File: config.mk
export PLATFORM = sky130hd
export DESIGN_NAME = dma_single_ch
export DESIGN_NICKNAME = d
export VERILOG_FILES = /design/src/rtl/dma_pkg.sv /design/src/rtl/dma_regfile.sv /design/src/rtl/dma_addr_count.sv /design/src/rtl/dma_sequencer.sv /design/src/rtl/dma_single_ch.sv
export SDC_FILE = /design/constraint.sdc
export NUM_CORES = 1
export LEC_CHECK = 0
export BUFFER_PORTS_ARGS = -buffer_cell sky130_fd_sc_hd__buf_2
export CAP_MARGIN = 0
export CELL_PAD_IN_SITES_DETAIL_PLACEMENT = 0
export CELL_PAD_IN_SITES_GLOBAL_PLACEMENT = 2
export CORE_MARGIN = 2
export CORE_UTILIZATION = 33
export CTS_BUF_LIST = sky130_fd_sc_hd__clkbuf_4 sky130_fd_sc_hd__clkbuf_8
export DETAILED_ROUTE_END_ITERATION = 10
export PLACE_DENSITY_LB_ADDON = 0.1
export SYNTH_ARGS = -nofsm -noshare
export SYNTH_HDL_FRONTEND = slang
export SYNTH_SLANG_ARGS = --single-unit
File: constraint.sdc
create_clock -name clk -period 2.72 [get_ports clk]
set_input_delay 0 -clock clk [delete_from_list [all_inputs] [get_ports clk]]
set_output_delay 0 -clock clk [all_outputs]
set_load 0.02 [all_outputs]
File: src/rtl/dma_pkg.sv
package dma_pkg;
   // register slots, selected by address bits [3:2]
   localparam logic [1:0] SLOT_SRC  = 2'd0;
   localparam logic [1:0] SLOT_DST  = 2'd1;
   localparam logic [1:0] SLOT_LEN  = 2'd2;
   localparam logic [1:0] SLOT_CTRL = 2'd3;

   localparam int GO_BIT   = 0;
   localparam int BUSY_BIT = 0;
   localparam int IRQ_BIT  = 1;

   typedef enum logic [2:0] {
      PH_IDLE,
      PH_RD,
      PH_RWAIT,
      PH_WR,
      PH_PAD
   } phase_t;
endpackage

File: src/rtl/dma_regfile.sv
module dma_regfile
   import dma_pkg::*;
#(
   parameter int               AW     = 32,
   parameter int               LW     = 32,
   parameter int               REG_AW = 16,
   parameter logic [REG_AW-1:0] BASE  = 'h8000
) (
   input  logic              clk,
   input  logic              rst_n,
   input  logic              s_sel,
   input  logic              s_wr,
   input  logic [REG_AW-1:0] s_addr,
   input  logic [31:0]       s_wdata,
   input  logic              busy_i,
   input  logic              done_i,
   output logic [AW-1:0]     cfg_src_o,
   output logic [AW-1:0]     cfg_dst_o,
   output logic [LW-1:0]     cfg_len_o,
   output logic              irq_o,
   output logic              start_o,
   output logic [31:0]       rd_data_o
);
   logic       hit;
   logic [1:0] slot;
   logic       wr_ok;

   assign hit   = s_sel && (s_addr[REG_AW-1:4] == BASE[REG_AW-1:4]) && (s_addr[1:0] == 2'b00);
   assign slot  = s_addr[3:2];
   assign wr_ok = hit && s_wr && !busy_i;

   assign start_o = wr_ok && (slot == SLOT_CTRL) && s_wdata[GO_BIT];

   always_ff @(posedge clk) begin
      if (!rst_n) begin
         cfg_src_o <= '0;
         cfg_dst_o <= '0;
         cfg_len_o <= '0;
      end else if (wr_ok) begin
         unique case (slot)
            SLOT_SRC: cfg_src_o <= {s_wdata[AW-1:2], 2'b00};
            SLOT_DST: cfg_dst_o <= {s_wdata[AW-1:2], 2'b00};
            SLOT_LEN: cfg_len_o <= s_wdata[LW-1:0];
            default:  ;
         endcase
      end
   end

   always_ff @(posedge clk) begin
      if (!rst_n)
         irq_o <= 1'b0;
      else if (done_i)
         irq_o <= 1'b1;
      else if (wr_ok && (slot == SLOT_CTRL))
         irq_o <= 1'b0;
   end

   always_comb begin
      rd_data_o = '0;
      if (hit && !s_wr) begin
         unique case (slot)
            SLOT_SRC:  rd_data_o[AW-1:0] = cfg_src_o;
            SLOT_DST:  rd_data_o[AW-1:0] = cfg_dst_o;
            SLOT_LEN:  rd_data_o[LW-1:0] = cfg_len_o;
            default: begin
               rd_data_o[BUSY_BIT] = busy_i;
               rd_data_o[IRQ_BIT]  = irq_o;
            end
         endcase
      end
   end
endmodule

File: src/rtl/dma_addr_count.sv
module dma_addr_count #(
   parameter int AW = 32,
   parameter int WW = 30
) (
   input  logic          clk,
   input  logic          rst_n,
   input  logic          load_i,
   input  logic          adv_i,
   input  logic [AW-1:0] src_i,
   input  logic [AW-1:0] dst_i,
   input  logic [WW-1:0] words_i,
   output logic [AW-1:0] cur_src_o,
   output logic [AW-1:0] cur_dst_o,
   output logic          zero_o,
   output logic          last_o
);
   localparam logic [AW-1:0] STRIDE = AW'(4);
   localparam logic [WW-1:0] ONE    = WW'(1);

   logic [WW-1:0] left_q;

   assign zero_o = (words_i == '0);
   assign last_o = (left_q == ONE);

   always_ff @(posedge clk) begin
      if (!rst_n) begin
         cur_src_o <= '0;
         cur_dst_o <= '0;
         left_q    <= '0;
      end else if (load_i) begin
         cur_src_o <= src_i;
         cur_dst_o <= dst_i;
         left_q    <= words_i;
      end else if (adv_i) begin
         cur_src_o <= cur_src_o + STRIDE;
         cur_dst_o <= cur_dst_o + STRIDE;
         left_q    <= left_q - ONE;
      end
   end
endmodule

File: src/rtl/dma_sequencer.sv
module dma_sequencer
   import dma_pkg::*;
#(
   parameter int AW       = 32,
   parameter int STEP_CYC = 10
) (
   input  logic          clk,
   input  logic          rst_n,
   input  logic          start_i,
   input  logic          zero_i,
   input  logic          last_i,
   input  logic [AW-1:0] cur_src_i,
   input  logic [AW-1:0] cur_dst_i,
   output logic          m_valid_o,
   output logic          m_we_o,
   output logic [AW-1:0] m_addr_o,
   output logic [31:0]   m_wdata_o,
   input  logic          m_ready_i,
   input  logic          m_rvalid_i,
   input  logic [31:0]   m_rdata_i,
   output logic          load_o,
   output logic          adv_o,
   output logic          done_o,
   output logic          busy_o
);
   localparam int          CW   = $clog2(STEP_CYC + 1);
   localparam logic [CW-1:0] LAST = CW'(STEP_CYC - 1);

   phase_t        phase_q;
   logic [CW-1:0] cnt_q;
   logic [31:0]   data_q;
   logic          step_end;

   assign busy_o   = (phase_q != PH_IDLE);
   assign step_end = (phase_q == PH_PAD) && (cnt_q == LAST);
   assign load_o   = start_i;
   assign adv_o    = step_end;
   assign done_o   = (start_i && zero_i) || (step_end && last_i);

   assign m_valid_o = (phase_q == PH_RD) || (phase_q == PH_WR);
   assign m_we_o    = (phase_q == PH_WR);
   assign m_addr_o  = (phase_q == PH_WR) ? cur_dst_i : cur_src_i;
   assign m_wdata_o = data_q;

   always_ff @(posedge clk) begin
      if (!rst_n) begin
         phase_q <= PH_IDLE;
         cnt_q   <= '0;
         data_q  <= '0;
      end else begin
         if (phase_q != PH_IDLE && cnt_q != LAST)
            cnt_q <= cnt_q + CW'(1);
         unique case (phase_q)
            PH_IDLE: begin
               if (start_i && !zero_i) begin
                  phase_q <= PH_RD;
                  cnt_q   <= '0;
               end
            end
            PH_RD: begin
               if (m_ready_i)
                  phase_q <= PH_RWAIT;
            end
            PH_RWAIT: begin
               if (m_rvalid_i) begin
                  data_q  <= m_rdata_i;
                  phase_q <= PH_WR;
               end
            end
            PH_WR: begin
               if (m_ready_i)
                  phase_q <= PH_PAD;
            end
            PH_PAD: begin
               if (step_end) begin
                  phase_q <= last_i ? PH_IDLE : PH_RD;
                  cnt_q   <= '0;
               end
            end
            default: phase_q <= PH_IDLE;
         endcase
      end
   end
endmodule

File: src/rtl/dma_single_ch.sv
module dma_single_ch #(
   parameter int                AW        = 32,
   parameter int                LW        = 32,
   parameter int                REG_AW    = 16,
   parameter logic [REG_AW-1:0] BASE      = 'h8000,
   parameter int                STEP_CYC  = 10,
   parameter bit                RDATA_REG = 1'b0
) (
   input  logic              clk,
   input  logic              rst_n,
   input  logic              s_sel,
   input  logic              s_wr,
   input  logic [REG_AW-1:0] s_addr,
   input  logic [31:0]       s_wdata,
   output logic [31:0]       s_rdata,
   output logic              m_valid,
   output logic              m_we,
   output logic [AW-1:0]     m_addr,
   output logic [31:0]       m_wdata,
   input  logic              m_ready,
   input  logic              m_rvalid,
   input  logic [31:0]       m_rdata,
   output logic              irq
);
   localparam int WW = LW - 2;

   initial begin
      if (STEP_CYC < 4)           $fatal(1, "STEP_CYC must be at least 4");
      if (AW < 4 || AW > 32)      $fatal(1, "AW out of range");
      if (LW < 3 || LW > 32)      $fatal(1, "LW out of range");
      if (REG_AW < 5)             $fatal(1, "REG_AW too small");
      if (BASE[3:0] != 4'h0)      $fatal(1, "BASE must be 16-byte aligned");
   end

   logic [AW-1:0] cfg_src_w, cfg_dst_w, cur_src_w, cur_dst_w;
   logic [LW-1:0] cfg_len_w;
   logic          busy_w, done_w, start_w, load_w, adv_w, zero_w, last_w;
   logic [31:0]   rd_w;

   dma_regfile #(.AW(AW), .LW(LW), .REG_AW(REG_AW), .BASE(BASE)) u_regs (
      .clk(clk), .rst_n(rst_n),
      .s_sel(s_sel), .s_wr(s_wr), .s_addr(s_addr), .s_wdata(s_wdata),
      .busy_i(busy_w), .done_i(done_w),
      .cfg_src_o(cfg_src_w), .cfg_dst_o(cfg_dst_w), .cfg_len_o(cfg_len_w),
      .irq_o(irq), .start_o(start_w), .rd_data_o(rd_w)
   );

   dma_addr_count #(.AW(AW), .WW(WW)) u_cnt (
      .clk(clk), .rst_n(rst_n),
      .load_i(load_w), .adv_i(adv_w),
      .src_i(cfg_src_w), .dst_i(cfg_dst_w), .words_i(cfg_len_w[LW-1:2]),
      .cur_src_o(cur_src_w), .cur_dst_o(cur_dst_w),
      .zero_o(zero_w), .last_o(last_w)
   );

   dma_sequencer #(.AW(AW), .STEP_CYC(STEP_CYC)) u_seq (
      .clk(clk), .rst_n(rst_n),
      .start_i(start_w), .zero_i(zero_w), .last_i(last_w),
      .cur_src_i(cur_src_w), .cur_dst_i(cur_dst_w),
      .m_valid_o(m_valid), .m_we_o(m_we), .m_addr_o(m_addr), .m_wdata_o(m_wdata),
      .m_ready_i(m_ready), .m_rvalid_i(m_rvalid), .m_rdata_i(m_rdata),
      .load_o(load_w), .adv_o(adv_w), .done_o(done_w), .busy_o(busy_w)
   );

   if (RDATA_REG) begin : g_rd_reg
      logic [31:0] rd_q;
      always_ff @(posedge clk) begin
         if (!rst_n) rd_q <= '0;
         else        rd_q <= rd_w;
      end
      assign s_rdata = rd_q;
   end else begin : g_rd_comb
      assign s_rdata = rd_w;
   end
endmodule

-- Word level (Yosys, flattened, before mapping)
Index checks and enable logic that the tools add are counted.
- bits in registers: 226
- bits of input ports: 86
- output and inout port bits: 99
- $add $sub $neg: 4
- eq/ne operators: 16
- muxes and demuxes: 23
- reductions and logical operators: 30
- operators with widths (kind ; number):
    $mux 32 ; 6
    $pmux 30 s3 ; 1
    $add 32x3->32 const B ; 2
    $mux 30 ; 2
    $eq 30x1->1 const B ; 1
    $logic_not 30->1 ; 1
    $sub 30x1->30 const B ; 1
    $mux 3 ; 5
    $pmux 3 s5 ; 1
    $eq 12x12->1 const B ; 1
    $logic_and 1x1->1 ; 12
    $mux 4 ; 3
    $pmux 4 s2 ; 1
    $reduce_and 2->1 ; 4
    $eq 3x2->1 const B ; 2
    $ne 2x1->1 const B ; 3
    $reduce_and 5->1 ; 1
    $add 4x1->4 const B ; 1
    $eq 2x2->1 const B ; 2
    $eq 4x4->1 const B ; 1
    $logic_not 2->1 ; 2
    $ne 2x2->1 const B ; 2
    $ne 4x4->1 const B ; 1
    $pmux 2 s2 ; 1
    10 further kinds ; 16

-- Logic depth before layout (Yosys ltp)
Gate-level depths: netlist of the first run.
- depth after elaboration: 10
- depth in mapped cells: 10
- gate-level depth less buffers: 8

-- By module
A second synthesis of the first run with hierarchy kept.
- cell total of the unflattened synthesis: 1426
- area, all modules: 11892.7 µm²
- modules (own cells, without submodules) (module ; times used ; cells an instance ; area each (µm²)):
    dma_addr_count ; 1 ; 702 ; 5497.8
    dma_regfile ; 1 ; 492 ; 4254.1
    dma_sequencer ; 1 ; 232 ; 2140.8

-- Worst setup path before layout of the first run
No wires, ideal clock.
- path type: register -> register
- start point: register u_seq.cnt_q[0]
- end point: register u_cnt.cur_src_o[26]
- arrival: 1908 ps
- setup slack: 697 ps
- cell stages (with the launch flop): 9
- buffers on the path: 1
- clock period less this slack: 2023 ps
- cells stage by stage: dfxtp_1 ha_1 and3b_1 clkbuf_1 nand3_1 nor3b_1 nand4_1 and3_1 o21a_1
- word-level cells in the longest chain between the ends: 3
- ends and longest elaborated chain (element ; RTL line ; text):
    start, declared ; dma_sequencer.sv:30 ; logic [CW-1:0] cnt_q;
    start signal, assigned ; dma_sequencer.sv:52 ; cnt_q <= cnt_q + CW'(1);
    $eq 4x4->1 ; dma_sequencer.sv:35 ; assign step_end = (phase_q == PH_PAD) && (cnt_q == LAST);
    $logic_and 1x1->1 ; dma_sequencer.sv:35 ;
    $reduce_bool 2->1 (no line) ; -- ;
    end signal, assigned ; dma_addr_count.sv:31 ; cur_src_o <= src_i;
    end signal, assigned ; dma_addr_count.sv:35 ; cur_src_o <= cur_src_o + STRIDE;
    end, declared ; dma_addr_count.sv:12 ; output logic [AW-1:0] cur_src_o,
Every way passes these cells.
A chain may end at the register's enable or synchronous reset.

-- Final worst setup path of the first run
- start point: register u_seq.phase_q[2]
- end point: register u_cnt.left_q[24]
- word-level cells in the longest chain between the ends: 6
- elaborated cells on any way between the ends: 9
- ends and longest elaborated chain (element ; RTL line ; text):
    start, declared ; dma_sequencer.sv:29 ; phase_t phase_q;
    start signal, assigned ; dma_sequencer.sv:76 ; phase_q <= last_i ? PH_IDLE : PH_RD;
    $reduce_bool 3->1 ; dma_sequencer.sv:34 ; assign busy_o = (phase_q != PH_IDLE);
    $logic_not 1->1 ; dma_regfile.sv:30 ; assign wr_ok = hit && s_wr && !busy_i;
    $logic_and 1x1->1 ; dma_regfile.sv:30 ;
    $logic_and 1x1->1 (2 in a row) ; dma_regfile.sv:32 ; assign start_o = wr_ok && (slot == SLOT_CTRL) && s_wdata[GO_BIT];
    $mux 30 / $reduce_bool 2->1 (equally long branches) ; -- ;
    end signal, assigned ; dma_addr_count.sv:33 ; left_q <= words_i;
    end signal, assigned ; dma_addr_count.sv:37 ; left_q <= left_q - ONE;
    end, declared ; dma_addr_count.sv:20 ; logic [WW-1:0] left_q;
Parallel ways exist; a longest one is shown, timed or not.

==> impl_metrics.json, run 1 <==
{
  "initial_core_util_pct": 33.5,
  "antenna_cells": 0,
  "finalMaxSlewViolations": 0,
  "rows": 66,
  "port_buffers": 182,
  "min_to": "u_regs.irq_o",
  "required_ns": 3.14,
  "dp_hpwl_mm": 31.7,
  "ys_types": 58,
  "place_ws_ns": 0.265,
  "setup_ws_ns": 0.137,
  "arrival_ns": 3.00,
  "fin_crit_sh_pct": 95.0,
  "synth_area_um2": 10900,
  "coreArea_um2": 32500,
  "place_congestion": 0.890,
  "path_class": "reg2reg",
  "cts.path.max_buffers": 3,
  "antenna_found_initial": 0,
  "die-area_um2": 34500,
  "dr_total_vias": 11600,
  "grt_max_degree": 63,
  "ys_ff_latch": 222,
  "whs_path_depth": 5,
  "ys.flop_type": "dfxtp_1",
  "tightest_slew_ns": 0.889,
  "min_path_type": "in2reg",
  "post_drt_wl_per_cell_um": 20.6,
  "hold_ws_ns": 0.129,
  "most-common-layout-cells": "305 x nand2_1, 229 x a21oi_1, 222 x dfxtp_1",
  "power.leakage_nw": 5.53,
  "ff2ff_setup_slack_ns": 0.14,
  "clk-insertion-delay-late_ns": 0.56,
  "setup_viol": 0,
  "rr_endpoint": "u_cnt.left_q[24]",
  "gr-usage-all-layers_pct": 25.8,
  "clkSinkCount": 222,
  "multi_input_area_um2": 6000,
  "pwr_density_cell_nw_per_um2": 510,
  "synth_area_leaders": "dfxtp_1 41%, a21oi_1 11%, nand2_1 11%",
  "drt-initial-drc-count": 725,
  "end_kind": "register",
  "ff_latch_area_um2": 4440,
  "crit_fanout": 10,
  "fin_skew_ns": 0.0227,
  "dpl_cell_area_um2": 12500,
  "ant_nets": 0,
  "final_area_um2": 14200,
  "htreeDepth": 2,
  "rsz0062_at_grt": "false",
  "clkTransAtPathRegs_ns": 0.06,
  "yosys_warnings": 0,
  "drive_above_1_share_pct": 21.3,
  "maxSlewHeadroom_pct": 40.2,
  "die_w_um": 186,
  "grt_overflow_total": 0,
  "drc": 0,
  "timing.setup.tns_ns": 0,
  "min_period_ns": 2.58,
  "netlist_instances": 1435,
  "cts_buffers": 42,
  "grt_pass1_vias": 11100,
  "root_buffer": "clkbuf_8",
  "yosysTopAreaCell": "dfxtp_1",
  "hp-start": "s_addr[3]",
  "cp-start-kind": "register",
  "max_freq_mhz": 387,
  "outcome": "complete, no violations",
  "nNetsFinal": 1795,
  "ys_seq_area_share_pct": 40.8,
  "p_total_mw": 7.24,
  "worst-r2r-cell-count": 6,
  "synth_top_area_share_pct": 40.8,
  "r2r-start": "u_seq.phase_q[2]",
  "synthArstFlopShare_pct": 0,
  "final_common_cell": "nand2_1",
  "cts_tree": "built",
  "syn_to_final_growth_pct": 30.4,
  "synth.avg_cell_area_um2": 7.59,
  "synth-edff-count": 0,
  "grt_pass1_wl_mm": 67.5,
  "peakVddDrop_mv": 0.424,
  "wl_mm": 44.8,
  "die_h_um": 186,
  "boundaryPins": 185,
  "maxCapViolCount": 0,
  "viasPerCell": 5.32,
  "hold_violations": 0,
  "dr.pass1.iters": 5,
  "num-fill-cells": 3461
}
[routing by layer]
layer  wire, um  vias to the layer above  track usage (%)
met5          0                        -                0
met4        863                        0             6.68
met3       2390                       58             3.83
met2      20500                      318             41.8
met1      21000                     5598             35.9
li1           -                     5580                -
[worst max-delay path, stage by stage (launching register included)]
cell      delay, ns
dfxtp_1        0.55
nor3b_2        0.41
nand2_1        0.40
nor3_1         0.63
nand2_1        0.19
o211ai_1       0.19
a21oi_1        0.08
[worst max-delay path by stage]
| stage | start | end | slack (ns) | cells past startpoint |
|---|---|---|---|---|
| after floorplan | u_seq.cnt_q[0] | u_cnt.cur_src_o[26] | 0.70 | 8 |
| final | u_seq.phase_q[2] | u_cnt.left_q[24] | 0.14 | 6 |
| after detailed placement | u_seq.phase_q[2] | u_cnt.left_q[24] | 0.26 | 6 |
| after CTS | u_seq.phase_q[2] | u_regs.cfg_dst_o[21] | 0.05 | 8 |
| after global placement | u_cnt.left_q[14] | u_seq.phase_q[0] | 0.32 | 6 |
| after global routing | u_seq.phase_q[2] | u_cnt.left_q[24] | 0.001 | 6 |
[timing repair]
action	4_1_cts	5_1_grt
hold buffers	80	0
endpoints found under the hold margin	147	0
setup endpoints to repair	0	1
setup buffers	0	1
gates resized for setup	0	2
[per-stage QoR]
| step | cells | utilization (%) |
|---|---|---|
| 2_1_floorplan | 1436 | - |
| 3_3_place_gp | 2020 | 38.5 |
| 3_5_place_dp | 2020 | 38.5 |
| 4_1_cts | 2172 | 43.6 |
| 5_1_grt | 2173 | 43.6 |
| 6_report | 2173 | 43.6 |
[state kept, by name, summed over array words and instances (netlist names)]
name	count
u_regs.cfg_len_o	32
u_seq.m_wdata_o	32
u_cnt.cur_dst_o	30
u_cnt.cur_src_o	30
u_cnt.left_q	30
u_regs.cfg_dst_o	30
u_regs.cfg_src_o	30
u_seq.cnt_q	4
u_seq.phase_q	3
u_regs.irq_o	1
[cells by family after synthesis]
family | after synthesis | share of synthesized area [%]
adder cells (fa/ha/maj) | 6 | 0.690
multiplexers | 62 | 6.05
AO/OA/AOI/OAI | 363 | 19.0
buffers and inverters | 116 | 4.34
AND/OR/NAND/NOR | 635 | 26.6
flip-flops | 222 | 40.8
other | 1 | 0.0344
XOR/XNOR | 30 | 2.41
[power breakdown]
group	total [mW]	internal (mW)	switching, mW	leakage, nW
logic	0.491	0.213	0.278	3.28
clock network	3.44	1.98	1.46	0.468
registers	3.31	3.28	0.0297	1.79
total	7.24	5.47	1.77	5.53
[synth_stat cells, types with 13 or more instances]
library cell / n
nand2_1: 305
nor4_1: 15
xnor2_1: 13
mux2_2: 29
clkbuf_1: 69
nand3_1: 56
o21ai_0: 39
a21oi_1: 229
dfxtp_1: 222
and3_1: 18
mux2i_1: 32
a22oi_1: 13
buf_2: 21
nand4_1: 23
xor2_1: 17
a211oi_1: 16
a31oi_1: 17
nor3_1: 26
nor2_1: 132
[cell type report]
type / instances / area share, %
multi-input combinational: 1098 / 42.3
sequential: 222 / 31.3
timing repair buffer: 325 / 16.0
clock buffer: 71 / 6.09
tap: 442 / 3.89
inverter: 14 / 0.405
clock inverter: 1 / 0.0352
Power figures use the tool's default switching activity.
==> run 2, diff against run 1 <==
REMOVE_ABC_BUFFERS = 1   (was unset)
==> run 2 against run 1 <==
- critical path depth did not move
- routed wire length fell by 2.7%
- combinational power fell by 6.1%
- highest routed layer unchanged
- utilization fell by 0.30 points
==> impl_metrics.json, run 2 (synthesis gave the netlist of run 1 again) <==
{
  "outcome": "complete, no violations",
  "crit_path_top_delay_cell": "nor4_1",
  "min_to": "u_cnt.cur_dst_o[21]",
  "whs_path_depth": 7,
  "hold_ws_ns": 0.0643,
  "r2r-start": "u_regs.cfg_len_o[2]",
  "gr-usage-all-layers_pct": 25.0,
  "p_sw_mw": 1.82,
  "path_cells": "nor4_1 > nand4_1 > nor3_1 > a2bb2oi_1 > o31ai_1 > a211oi_1",
  "instances_no_fill": 2167,
  "grt_max_degree": 75,
  "ff_latch_area_um2": 4440,
  "peakVddDrop_mv": 0.293,
  "dr_total_vias": 11400,
  "power.leakage_nw": 5.47,
  "setup_ws_ns": 0.0989,
  "hp-start": "s_addr[11]",
  "switching_share_pct": 24.5,
  "critPathMaxStageDelay_ns": 0.65,
  "required_ns": 3.17,
  "end_kind": "register",
  "dr.pass1.iters": 5,
  "pwr_density_cell_nw_per_um2": 526,
  "maxCapViolCount": 0,
  "min_period_ns": 2.62,
  "setup_viol": 0,
  "clkSinkCount": 222,
  "pwr-share-seq_pct": 44.7,
  "final_area_um2": 14100,
  "arrival_ns": 3.07,
  "wl_met3_mm": 1.94,
  "dp_cells": 2022,
  "nNetsFinal": 1785,
  "path_class": "reg2reg",
  "ff2ff_setup_slack_ns": 0.1,
  "cts_resized": 0,
  "num-fill-cells": 3484,
  "syn_to_final_growth_pct": 29.5,
  "fin_crit_sh_pct": 96.4,
  "die_w_um": 186,
  "coreArea_um2": 32500,
  "drt-initial-drc-count": 717,
  "worst-r2r-cell-count": 6,
  "cts_setup_buffers": 0,
  "antenna_found_initial": 0,
  "dpl_cell_area_um2": 12500,
  "combPwrFrac_pct": 6.2,
  "clkTransAtPathRegs_ns": 0.06,
  "finalMaxSlewViolations": 0,
  "fin_skew_ns": 0.0287,
  "top_layer": "met4",
  "port_buffers": 182,
  "cts.path.max_buffers": 3,
  "maxSlewHeadroom_pct": 49.5,
  "wl_mm": 43.6,
  "wl_met2_mm": 20.3,
  "hold_violations": 0,
  "grt_pass1_vias": 10900,
  "max_freq_mhz": 382,
  "drive_above_1_share_pct": 21.9,
  "place_congestion": 0.833,
  "cp-start-kind": "register",
  "rr_endpoint": "u_seq.cnt_q[1]",
  "initial_core_util_pct": 33.5,
  "root_buffer": "clkbuf_8",
  "rsz0062_at_grt": "false",
  "cts_buffers": 44,
  "path_buf_inv": 0,
  "p_int_mw": 5.60,
  "wl_met1_mm": 20.3,
  "viasPerCell": 5.28,
  "power.share.clock_pct": 49.1,
  "grt_overflow_total": 0,
  "clk-insertion-delay-late_ns": 0.56,
  "cp_top_family": "simple AND/OR/NAND/NOR gates",
  "cts_tree": "built",
  "final_common_cell": "nand2_1",
  "min_path_type": "in2reg",
  "rows": 66,
  "crit_fanout": 4,
  "tightest_slew_ns": 0.751,
  "htreeDepth": 2,
  "cts.hold.buffers_added": 67,
  "most-common-layout-cells": "304 x nand2_1, 229 x a21oi_1, 222 x dfxtp_1",
  "drc": 0,
  "post_drt_wl_per_cell_um": 20.1,
  "grt_pass1_wl_mm": 65.7,
  "boundaryPins": 185,
  "antenna_cells": 0,
  "dp_hpwl_mm": 29.8,
  "die_h_um": 186,
  "die-area_um2": 34500,
  "place_ws_ns": 0.0974,
  "multi_input_area_um2": 6000,
  "ant_nets": 0
}
==> run 2: cell types whose count changed in the layout (fill, tap and decap cells not counted), sizes merged <==
cell | previous run | this run
dlygate4sd3 | 80 | 67
clkbuf | 71 | 76
buf | 245 | 246
clkinvlp | 0 | 1
==> run 2: layout make-up <==
class / instances / share of cell area, %
Multi-Input combinational cell: 1098 / 42.5
Sequential cell: 222 / 31.5
Timing Repair Buffer: 313 / 15.0
Clock buffer: 76 / 6.57
Tap cell: 442 / 3.92
Inverter: 14 / 0.408
Clock inverter: 2 / 0.0887
==> run 2: worst register-to-register path: stages (launching register included) <==
cell and delay [ns]:
dfxtp_1 0.37, nor4_1 0.66, nand4_1 0.30, nor3_1 0.62, a2bb2oi_1 0.24, o31ai_1 0.13
a211oi_1 0.21
==> run 2: power groups by stage <==
stage / clock, mW / combinational, mW / sequential [mW]
floorplan: 0 / 0.149 / 3.39
global placement: 0 / 0.385 / 3.38
detailed placement: 0 / 0.386 / 3.38
CTS: 3.72 / 0.463 / 3.31
global route: 3.87 / 0.499 / 3.31
finish: 3.64 / 0.461 / 3.31
==> run 2: worst max-delay path by stage <==
stage	cells after the start	slack [ns]	startpoint	to
finish	6	0.1	u_regs.cfg_len_o[2]	u_seq.cnt_q[1]
global route	6	0.03	u_regs.cfg_len_o[2]	u_seq.cnt_q[1]
CTS	6	0.07	u_regs.cfg_len_o[2]	u_seq.cnt_q[1]
detailed placement	6	0.1	u_regs.cfg_len_o[2]	u_seq.cnt_q[1]
global placement	6	0.12	u_regs.cfg_len_o[2]	u_seq.cnt_q[1]
floorplan	2	-0.90	rst_n	u_cnt.cur_dst_o[12]
==> run 2: per-layer routing <==
metal / vias to the layer above / GRT usage, %
li1: 5548 / -
met1: 5511 / 34.4
met2: 322 / 41.1
met3: 65 / 3.15
met4: 0 / 6.74
met5: - / 0
==> run 2: through the flow <==
stage | power [mW] | setup TNS (ns) | utilization [%]
final | 7.41 | 0 | 43.3
after detailed placement | 3.77 | 0 | 38.4
after CTS | 7.49 | 0 | 43.3
after global routing | 7.68 | 0 | 43.3
after floorplan | 3.54 | -150.78 | -
after global placement | 3.76 | 0 | 38.4
